### config.mk
export PLATFORM = sky130hd
export DESIGN_NAME = cascade_timer
export DESIGN_NICKNAME = d
export VERILOG_FILES = /design/src/rtl/cascade_timer_pkg.sv /design/src/rtl/tick_divider.sv /design/src/rtl/half_counter.sv /design/src/rtl/capture_bank.sv /design/src/rtl/cascade_timer.sv
export SDC_FILE = /design/constraint.sdc
export NUM_CORES = 1
export LEC_CHECK = 0
export ABC_CLOCK_PERIOD_IN_PS = 7000
export CORE_MARGIN = 2
export CORE_UTILIZATION = 45
export DETAILED_ROUTE_END_ITERATION = 12
export GPL_ROUTABILITY_DRIVEN = 0
export HOLD_SLACK_MARGIN = 0.02
export PLACE_DENSITY = 0.78
export SYNTH_ARGS = -nofsm -noshare
export SYNTH_HDL_FRONTEND = slang
export SYNTH_SLANG_ARGS = --single-unit
### constraint.sdc
create_clock -name clk -period 7 [get_ports clk]
set_input_delay 1.4 -clock clk [delete_from_list [all_inputs] [get_ports clk]]
set_output_delay 1.4 -clock clk [all_outputs]
set_load 0.01 [all_outputs]
### src/rtl/cascade_timer_pkg.sv
package cascade_timer_pkg;

  typedef enum logic [1:0] {
    MODE_SPLIT_TMR = 2'd0,
    MODE_TMR_EVT   = 2'd1,
    MODE_WIDE_TMR  = 2'd2,
    MODE_WIDE_EVT  = 2'd3
  } tmode_e;

  localparam logic [1:0] SEL_MODE   = 2'd0;
  localparam logic [1:0] SEL_PRE_LO = 2'd1;
  localparam logic [1:0] SEL_PRE_HI = 2'd2;
  localparam logic [1:0] SEL_MATCH  = 2'd3;

endpackage

### src/rtl/tick_divider.sv
module tick_divider #(
  parameter int PRE_W = 8
) (
  input  logic             clk,
  input  logic             rst_n,
  input  logic             clr_i,
  input  logic [PRE_W-1:0] limit_i,
  output logic             tick_o
);

  logic [PRE_W-1:0] cnt_q, cnt_d;

  // terminal test uses >= so a limit lowered below the running count
  // still terminates at once instead of wrapping the whole range
  assign tick_o = (cnt_q >= limit_i);

  always_comb begin
    cnt_d = cnt_q + 1'b1;
    if (clr_i || tick_o) cnt_d = '0;
  end

  always_ff @(posedge clk or negedge rst_n) begin
    if (!rst_n) cnt_q <= '0;
    else        cnt_q <= cnt_d;
  end

  // after a terminal tick the divider restarts from zero
  assert_div_restart_R2: assert property (@(posedge clk) disable iff (!rst_n)
    tick_o |=> (cnt_q == '0));

endmodule

### src/rtl/half_counter.sv
module half_counter #(
  parameter int W = 8
) (
  input  logic         clk,
  input  logic         rst_n,
  input  logic         clr_i,
  input  logic         step_i,
  input  logic         reload_i,
  output logic [W-1:0] cnt_o
);

  logic [W-1:0] cnt_q, cnt_d;

  always_comb begin
    cnt_d = cnt_q;
    if (clr_i)         cnt_d = '0;
    else if (reload_i) cnt_d = '0;
    else if (step_i)   cnt_d = cnt_q + 1'b1;
  end

  always_ff @(posedge clk or negedge rst_n) begin
    if (!rst_n) cnt_q <= '0;
    else        cnt_q <= cnt_d;
  end

  assign cnt_o = cnt_q;

  // a clear zeroes the half at the next edge
  assert_clear_zero_R12: assert property (@(posedge clk) disable iff (!rst_n)
    clr_i |=> (cnt_o == '0));

  // a plain step advances by exactly one
  assert_single_step_R3: assert property (@(posedge clk) disable iff (!rst_n)
    (step_i && !reload_i && !clr_i) |=> (cnt_o == W'($past(cnt_o) + 1'b1)));

  // a reload zeroes the half at the next edge
  assert_reload_zero_R7: assert property (@(posedge clk) disable iff (!rst_n)
    (reload_i && !clr_i) |=> (cnt_o == '0));

endmodule

### src/rtl/capture_bank.sv
module capture_bank #(
  parameter int HALF_W = 8
) (
  input  logic              clk,
  input  logic              rst_n,
  input  logic              wide_i,
  input  logic              cap_lo_i,
  input  logic              cap_hi_i,
  input  logic [2*HALF_W-1:0] value_i,
  output logic [2*HALF_W-1:0] cap_o
);

  localparam int DW = 2 * HALF_W;

  logic              ld_lo, ld_hi;
  logic [DW-1:0]     cap_q, cap_d;

  assign ld_lo = cap_lo_i | (wide_i & cap_hi_i);
  assign ld_hi = cap_hi_i | (wide_i & cap_lo_i);

  always_comb begin
    cap_d = cap_q;
    if (ld_lo) cap_d[HALF_W-1:0]  = value_i[HALF_W-1:0];
    if (ld_hi) cap_d[DW-1:HALF_W] = value_i[DW-1:HALF_W];
  end

  always_ff @(posedge clk or negedge rst_n) begin
    if (!rst_n) cap_q <= '0;
    else        cap_q <= cap_d;
  end

  assign cap_o = cap_q;

  // in a wide mode either strobe takes the full value
  assert_wide_capture_R10: assert property (@(posedge clk) disable iff (!rst_n)
    (wide_i && (cap_lo_i || cap_hi_i)) |=> (cap_o == $past(value_i)));

  // a lone low strobe in split mode leaves the high half alone
  assert_split_keep_hi_R9: assert property (@(posedge clk) disable iff (!rst_n)
    (!wide_i && cap_lo_i && !cap_hi_i) |=>
      (cap_o[DW-1:HALF_W] == $past(cap_o[DW-1:HALF_W])));

endmodule

### src/rtl/cascade_timer.sv
module cascade_timer
  import cascade_timer_pkg::*;
#(
  parameter int HALF_W = 8,
  parameter int PRE_W  = 8
) (
  input  logic                clk,
  input  logic                rst_n,
  input  logic                evt_i,
  input  logic                cap_lo_i,
  input  logic                cap_hi_i,
  input  logic                wr_en_i,
  input  logic [1:0]          wr_sel_i,
  input  logic [2*HALF_W-1:0] wr_data_i,
  output logic [2*HALF_W-1:0] count_o,
  output logic [2*HALF_W-1:0] capture_o,
  output logic                flag_lo_o,
  output logic                flag_hi_o
);

  localparam int DW = 2 * HALF_W;

  // configuration registers
  tmode_e            mode_q, mode_d;
  logic [PRE_W-1:0]  pre_q [2];
  logic [PRE_W-1:0]  pre_d [2];
  logic [DW-1:0]     match_q, match_d;

  logic mode_wr;
  assign mode_wr = wr_en_i && (wr_sel_i == SEL_MODE);

  always_comb begin
    mode_d  = mode_q;
    pre_d   = pre_q;
    match_d = match_q;
    if (wr_en_i) begin
      case (wr_sel_i)
        SEL_MODE:   mode_d   = tmode_e'(wr_data_i[1:0]);
        SEL_PRE_LO: pre_d[0] = wr_data_i[PRE_W-1:0];
        SEL_PRE_HI: pre_d[1] = wr_data_i[PRE_W-1:0];
        default:    match_d  = wr_data_i;
      endcase
    end
  end

  always_ff @(posedge clk or negedge rst_n) begin
    if (!rst_n) begin
      mode_q  <= MODE_SPLIT_TMR;
      pre_q   <= '{default: '0};
      match_q <= '1;
    end else begin
      mode_q  <= mode_d;
      pre_q   <= pre_d;
      match_q <= match_d;
    end
  end

  // one divider per half
  logic [1:0] tick;

  for (genvar g = 0; g < 2; g++) begin : g_div
    tick_divider #(.PRE_W(PRE_W)) u_div (
      .clk     (clk),
      .rst_n   (rst_n),
      .clr_i   (mode_wr),
      .limit_i (pre_q[g]),
      .tick_o  (tick[g])
    );
  end

  // count enable routing per mode
  logic wide, lo_en, hi_en, wide_en;
  logic [HALF_W-1:0] lo_cnt, hi_cnt;
  logic lo_hit, hi_hit, full_hit, lo_full;

  assign wide = mode_q[1];

  always_comb begin
    lo_en   = 1'b0;
    hi_en   = 1'b0;
    wide_en = 1'b0;
    case (mode_q)
      MODE_SPLIT_TMR: begin lo_en = tick[0]; hi_en = tick[1]; end
      MODE_TMR_EVT:   begin lo_en = tick[0]; hi_en = evt_i;   end
      MODE_WIDE_TMR:  wide_en = tick[0];
      default:        wide_en = evt_i;
    endcase
  end

  assign lo_hit   = (lo_cnt == match_q[HALF_W-1:0]);
  assign hi_hit   = (hi_cnt == match_q[DW-1:HALF_W]);
  assign full_hit = lo_hit && hi_hit;
  assign lo_full  = &lo_cnt;

  logic lo_step, lo_reload, hi_step, hi_reload;

  always_comb begin
    if (wide) begin
      lo_step   = wide_en;
      lo_reload = wide_en && full_hit;
      hi_step   = wide_en && lo_full;
      hi_reload = wide_en && full_hit;
    end else begin
      lo_step   = lo_en;
      lo_reload = lo_en && lo_hit;
      hi_step   = hi_en;
      hi_reload = hi_en && hi_hit;
    end
  end

  half_counter #(.W(HALF_W)) u_lo (
    .clk      (clk),
    .rst_n    (rst_n),
    .clr_i    (mode_wr),
    .step_i   (lo_step),
    .reload_i (lo_reload),
    .cnt_o    (lo_cnt)
  );

  half_counter #(.W(HALF_W)) u_hi (
    .clk      (clk),
    .rst_n    (rst_n),
    .clr_i    (mode_wr),
    .step_i   (hi_step),
    .reload_i (hi_reload),
    .cnt_o    (hi_cnt)
  );

  assign count_o = {hi_cnt, lo_cnt};

  // interrupt request pulses
  logic flag_lo_q, flag_lo_d, flag_hi_q, flag_hi_d;

  always_comb begin
    flag_lo_d = !mode_wr && !wide && lo_reload;
    flag_hi_d = !mode_wr && hi_reload;
  end

  always_ff @(posedge clk or negedge rst_n) begin
    if (!rst_n) begin
      flag_lo_q <= 1'b0;
      flag_hi_q <= 1'b0;
    end else begin
      flag_lo_q <= flag_lo_d;
      flag_hi_q <= flag_hi_d;
    end
  end

  assign flag_lo_o = flag_lo_q;
  assign flag_hi_o = flag_hi_q;

  capture_bank #(.HALF_W(HALF_W)) u_cap (
    .clk      (clk),
    .rst_n    (rst_n),
    .wide_i   (wide),
    .cap_lo_i (cap_lo_i),
    .cap_hi_i (cap_hi_i),
    .value_i  (count_o),
    .cap_o    (capture_o)
  );

  // no low flag while a wide mode is active
  assert_lo_flag_quiet_R8: assert property (@(posedge clk) disable iff (!rst_n)
    mode_q[1] |-> !flag_lo_o);

  // a high flag always follows a reload of the high half
  assert_flag_reload_R7: assert property (@(posedge clk) disable iff (!rst_n)
    flag_hi_o |-> (hi_cnt == '0));

  // a mode write leaves the whole count at zero and no flag
  assert_mode_clear_R12: assert property (@(posedge clk) disable iff (!rst_n)
    mode_wr |=> (count_o == '0) && !flag_lo_o && !flag_hi_o);

endmodule

# == Word level (Yosys, flattened, before mapping) ==
# Cells that the tools add are included.
# totals
word_cells,68
in_bits,24
register_bits,84
# classes
magnitude_cmp,2
muxes,15
eq_ne,6
n_addsub,4
n_bitwise,5
reduce_logical,24
# op_table
cell,n
8-bit two-way mux,8
"8-bit by 1-bit adder with 8-bit output, second input constant",4
8-bit == test,2
8-bit >= comparator,2
1-bit logical AND,9
2-bit AND reduction,4
8-bit AND reduction,1
3-bit nonzero test,2
1-bit two-way mux,5
"2-bit by 1-bit == test with 1-bit output, second input constant",2
"2-bit == test, second input constant",2
2-bit logical NOT,2
1-bit case mux with 2 select lines,2
3-bit OR reduction,1
1-bit AND,2
1-bit logical NOT,2
1-bit logical OR,2
1-bit bitwise OR,2
2-bit OR reduction,1
1-bit inverter,1

# == Longest topological paths before layout ==
# logic_depth
word_depth,8
mapped_depth,9
mapped_depth_nobuf,8

# == Modules after synthesis ==
# A second synthesis with hierarchy kept.
# hier_totals
cells_unflattened,345
area_unflattened_um2,4259.1
# modules_own_cells
module,area_each_um2,cells_per_inst,instances
cascade_timer,1689.1,115,1
tick_divider,574.3,59,2
half_counter,404.1,39,2
capture_bank,613.1,34,1

# == Worst setup path before layout ==
# Ideal clock, no wire load.
# synth_path
path_type,input to register
startpoint,in evt_i
endpoint,reg u_hi.cnt_q[6] (netlist: u_hi.cnt_o[6])
slack_ps,4317
stages,5
setup_time_ps,76
t_arrival_ps,2607
path_buffers,1
path_cell_list,nor2b_1 > or3_4 > buf_6 > or4_4 > a21oi_2
# synth_between
elab_chain_len,5
word_cells_on_any_way,10
cone_classes,6 x mux; 4 x reduce/logical
# synth_lines
element,line_no,source
from (decl),cascade_timer.sv:9,"input logic evt_i,"
1-bit case mux with 2 select lines,cascade_timer.sv:82,case (mode_q)
"1-bit logical AND, on equally long branches","cascade_timer.sv:107, cascade_timer.sv:102",
1-bit two-way mux,cascade_timer.sv:98,if (wide) begin
8-bit two-way mux,half_counter.sv:17,else if (reload_i) cnt_d = '0;
8-bit two-way mux,half_counter.sv:16,if (clr_i) cnt_d = '0;
to (signal assigned),half_counter.sv:23,else cnt_q <= cnt_d;
to (decl),half_counter.sv:12,"logic [W-1:0] cnt_q, cnt_d;"
# Several ways; a longest one is shown, not always the timed one.
# A chain may end at the register's enable or synchronous reset.

# == Worst setup path in the final report ==
# layout_path
startpoint,in evt_i
endpoint,reg u_lo.cnt_q[5] (netlist: u_lo.cnt_o[5])
# layout_between
elab_chain_len,5
word_cells_on_any_way,7
cone_classes,5 x mux; 2 x reduce/logical
# layout_lines
element,line_no,source
1-bit case mux with 2 select lines (*),cascade_timer.sv:82,
1-bit logical AND,cascade_timer.sv:100,lo_reload = wide_en && full_hit;
1-bit two-way mux,cascade_timer.sv:98,
8-bit two-way mux,half_counter.sv:17,
8-bit two-way mux,half_counter.sv:16,
to (signal assigned),half_counter.sv:23,
to (decl),half_counter.sv:12,
# Every way passes the cells marked *; elsewhere a longest branch is shown, timed or not.

==> key figures <==
Status
  – Outcome: finished, final reports clean

Finish
  – Post-route cell area: 0.00513 mm2
  – Ant diodes: 0
  – Share of cells above drive strength 1: 0.198
  – Area growth syn-to-layout: 21.8%
  – Nets@finish: 474

Detailed routing
  – DRT iter0 DRCs: 253
  – DR vias: 3082
  – DRT Wirelength: 9220 um
  – Post-route ant nets: 0
  – Drt pass-1 iters: 5
  – Wire per inst: 16.9 um
  – Vias per cell: 5.64
  – # DRC: 0

Placement
  – HPWL Detailed: 6600 um
  – PortBufs: 57
  – Worst slack at placement: 3.55 ns
  – Placed cell area: a little under 0.005 mm2

Floorplan
  – Initial Util: 0.460
  – Die Area: 0.0101 mm2
  – # IOs: 58
  – Core Box Area: 0.00915 mm2
  – Die Span Y: 101 um
  – Core Rows: 35
  – Die W: slightly above 100 um

Critical path
  – Critical Path Start Type: input port
  – Worst Path Max Fanout: 14
  – Crit path DAT: 3.35 ns
  – CP Capture Type: flip-flop
  – Required time of the critical path: 7.24 ns
  – CP Class: in -> reg

Global routing
  – Met3 usage: 0.0541
  – Total track usage: 0.192
  – M2 GR Usage: 0.316
  – Global-route wire length before repair: 15100 um
  – Initial antenna violation count: 0
  – Largest net degree at the start of global routing: 85
  – Grt total ovfl: 0
  – GRT busiest layer: met2
  – Vias in the first global route: 3024
  – Met1 Track Usage GR: 0.254

Timing
  – Total Negative Setup Slacks: 0 ns
  – Worst Max-Slew Pin Slew: 1.03 ns
  – Crit share post-route: 0.445
  – Slew HR: 0.310
  – Max Fclk: 0.321 GHz
  – Clock skew: 0.00885 ns
  – Final hold viol count: 0
  – RSZ-0062 raised after global routing: no
  – # setup viols final: 0
  – Slew Viols, Final: 0
  – Min cycle time layout: 3.11 ns
  – Setup WS post-layout: about 4 ns

Clocking
  – # H-tree levels: 3
  – Post-CTS resize count: 0
  – CTS tree: yes
  – Hold-fix buffers, CTS: 0
  – Post-CTS setup buffers: 0
  – Reg clk slew, reported paths: approximately 0.08 ns
  – Clk root buf: clkbuf_8
  – Cts bufs inserted: 9
  – # clock sinks: 84
  – Insertion delay to the later sink of the worst-skew pair: 0.35 ns
  – Clock buffer depth: 2

Synthesis
  – Synth Warn #: 0
  – Seq/Total Area, Yosys: 0.504
  – Synth unique cells: 51
  – Post-synth EDFFs: 0
  – Synth Instances: 370
  – Synthesized Nets: roughly 410
  – Top_reg_cell synth: dfrtp_1
  – Post-synthesis register bit count: 84
  – Synthesized cell area: 0.00421 mm2
  – Async SR Flop Fraction: 1.00
  – Synthesized area per cell: 11.4 um2

Flow run
  – Max-cap check violation count: 0

Power
  – Leak pwr: between 2 and 2.5 nW
  – PD cells: 296 mW/mm2
  – Maximum vdd ir drop: 0.147 mV
  – Overall power: about 1.5 mW

Min path
  – Min-Delay Path Class: reg -> reg
## layout make-up
| type | instances | area (um2) |
|---|---|---|
| clock buffers | 12 | 155 |
| clock inverters | 4 | 95.1 |
| fillers | 790 | 4030 |
| inverters | 17 | 63.8 |
| multi-input cells | 261 | 1980 |
| flip-flops and latches | 84 | 2120 |
| well taps | 111 | 139 |
| repair buffers | 57 | 568 |
## synthesized netlist by cell type, types with 2 or more instances
| cell type | n | share of area |
|---|---|---|
| inv_1 | 17 | 0.015 |
| o31ai_1 | 4 | 0.0071 |
| dfstp_2 | 16 | 0.10 |
| nor3b_1 | 2 | 0.0036 |
| xnor2_1 | 5 | 0.010 |
| nor2b_1 | 2 | 0.0030 |
| or3_1 | 2 | 0.0030 |
| nand4_1 | 4 | 0.0059 |
| nand2_1 | 18 | 0.016 |
| mux2i_1 | 2 | 0.0048 |
| xor2_1 | 25 | 0.052 |
| nor4_1 | 10 | 0.015 |
| clkbuf_1 | 6 | 0.0054 |
| and3_1 | 15 | 0.022 |
| ha_1 | 20 | 0.059 |
| a21o_1 | 2 | 0.0036 |
| or4_1 | 3 | 0.0054 |
| mux2_2 | 48 | 0.13 |
| nor2_1 | 25 | 0.022 |
| a211oi_1 | 2 | 0.0036 |
| nor3_1 | 4 | 0.0048 |
| dfrtp_1 | 68 | 0.40 |
| nand3b_1 | 2 | 0.0036 |
| a21oi_1 | 12 | 0.014 |
| o21ai_0 | 13 | 0.015 |
| nand3_1 | 18 | 0.021 |
## registers in the layout, summed over array words and instances, names as in the netlist
name and flops:
g_div.u_div.cnt_q 16, match_q 16, pre_q 16, u_cap.cap_o 16, u_hi.cnt_o 8, u_lo.cnt_o 8, mode_q 2, flag_hi_o 1
flag_lo_o 1
## path summary, 6_finish.rpt
kind                                    startpoint                      end  slack (ns)  cells past startpoint
max reg2reg                g_div[0].u_div.cnt_q[2]            u_lo.cnt_o[6]        4.25                      7
min reg2reg                g_div[1].u_div.cnt_q[0]  g_div[1].u_div.cnt_q[0]        0.50                      1
max in group asynchronous                    rst_n                flag_lo_o        5.10                      1
max                                          evt_i            u_lo.cnt_o[5]        3.89                      6
min in group asynchronous                    rst_n                pre_q[12]        1.22                      1
min                        g_div[1].u_div.cnt_q[0]  g_div[1].u_div.cnt_q[0]        0.50                      1
## kinds of logic after synthesis
kind of cell,synth area share
AO/OA/AOI/OAI,0.0737
XOR/XNOR,0.0624
adder cells (fa/ha/maj),0.0595
buffers and inverters,0.0244
flip-flops,0.504
multiplexers,0.133
AND/OR/NAND/NOR,0.143
## layer usage
layer	up-vias	wire length, um	share of wire
met5	-	0	0
li1	1449	-	-
met4	0	78	0.0085
met1	1515	4140	0.45
met3	12	526	0.057
met2	106	4470	0.48
## cell usage in the layout, fill, tap and decap left out, drive strengths merged, types with 2 or more instances in the layout
cell / netlist / final
dfstp: 16 / 16
xor2: 25 / 25
mux2i: 2 / 2
inv: 17 / 17
nor4: 10 / 10
ha: 20 / 20
nor3: 4 / 4
nand3: 18 / 18
dfrtp: 68 / 68
clkbuf: 6 / 12
nand3b: 2 / 2
nand2: 18 / 18
a21o: 2 / 2
a21oi: 13 / 13
o31ai: 4 / 4
and3: 15 / 15
mux2: 48 / 48
xnor2: 5 / 5
clkdlybuf4s50: 0 / 56
o21ai: 14 / 14
o31a: 2 / 2
a211oi: 2 / 2
or4: 4 / 4
nor2: 25 / 25
bufinv: 0 / 3
or3: 3 / 3
nand4: 4 / 4
nor3b: 2 / 2
nor2b: 2 / 2
## stage by stage
step | hold WS [ns] | cells | util
6_report | 0.497 | 546 | 0.560
2_1_floorplan | 0.467 | 370 | -
3_3_place_gp | 0.488 | 530 | 0.533
4_1_cts | 0.505 | 546 | 0.560
5_1_grt | 0.529 | 546 | 0.560
3_5_place_dp | 0.491 | 530 | 0.533
## worst max-delay path: stages
cell	delay (ns)
clkdlybuf4s50_1	0.51
nor2b_1	0.10
nand2_1	0.09
a21boi_1	0.75
o211ai_1	0.19
a32o_1	0.31
## power breakdown
| group | internal [mW] | leakage (nW) | switching, mW |
|---|---|---|---|
| combinational | 0.208 | 1.15 | 0.189 |
| sequential | 0.591 | 1.06 | 0.106 |
| clock | 0.256 | 0.127 | 0.166 |
Note: power is estimated with default switching activity, not from simulation.
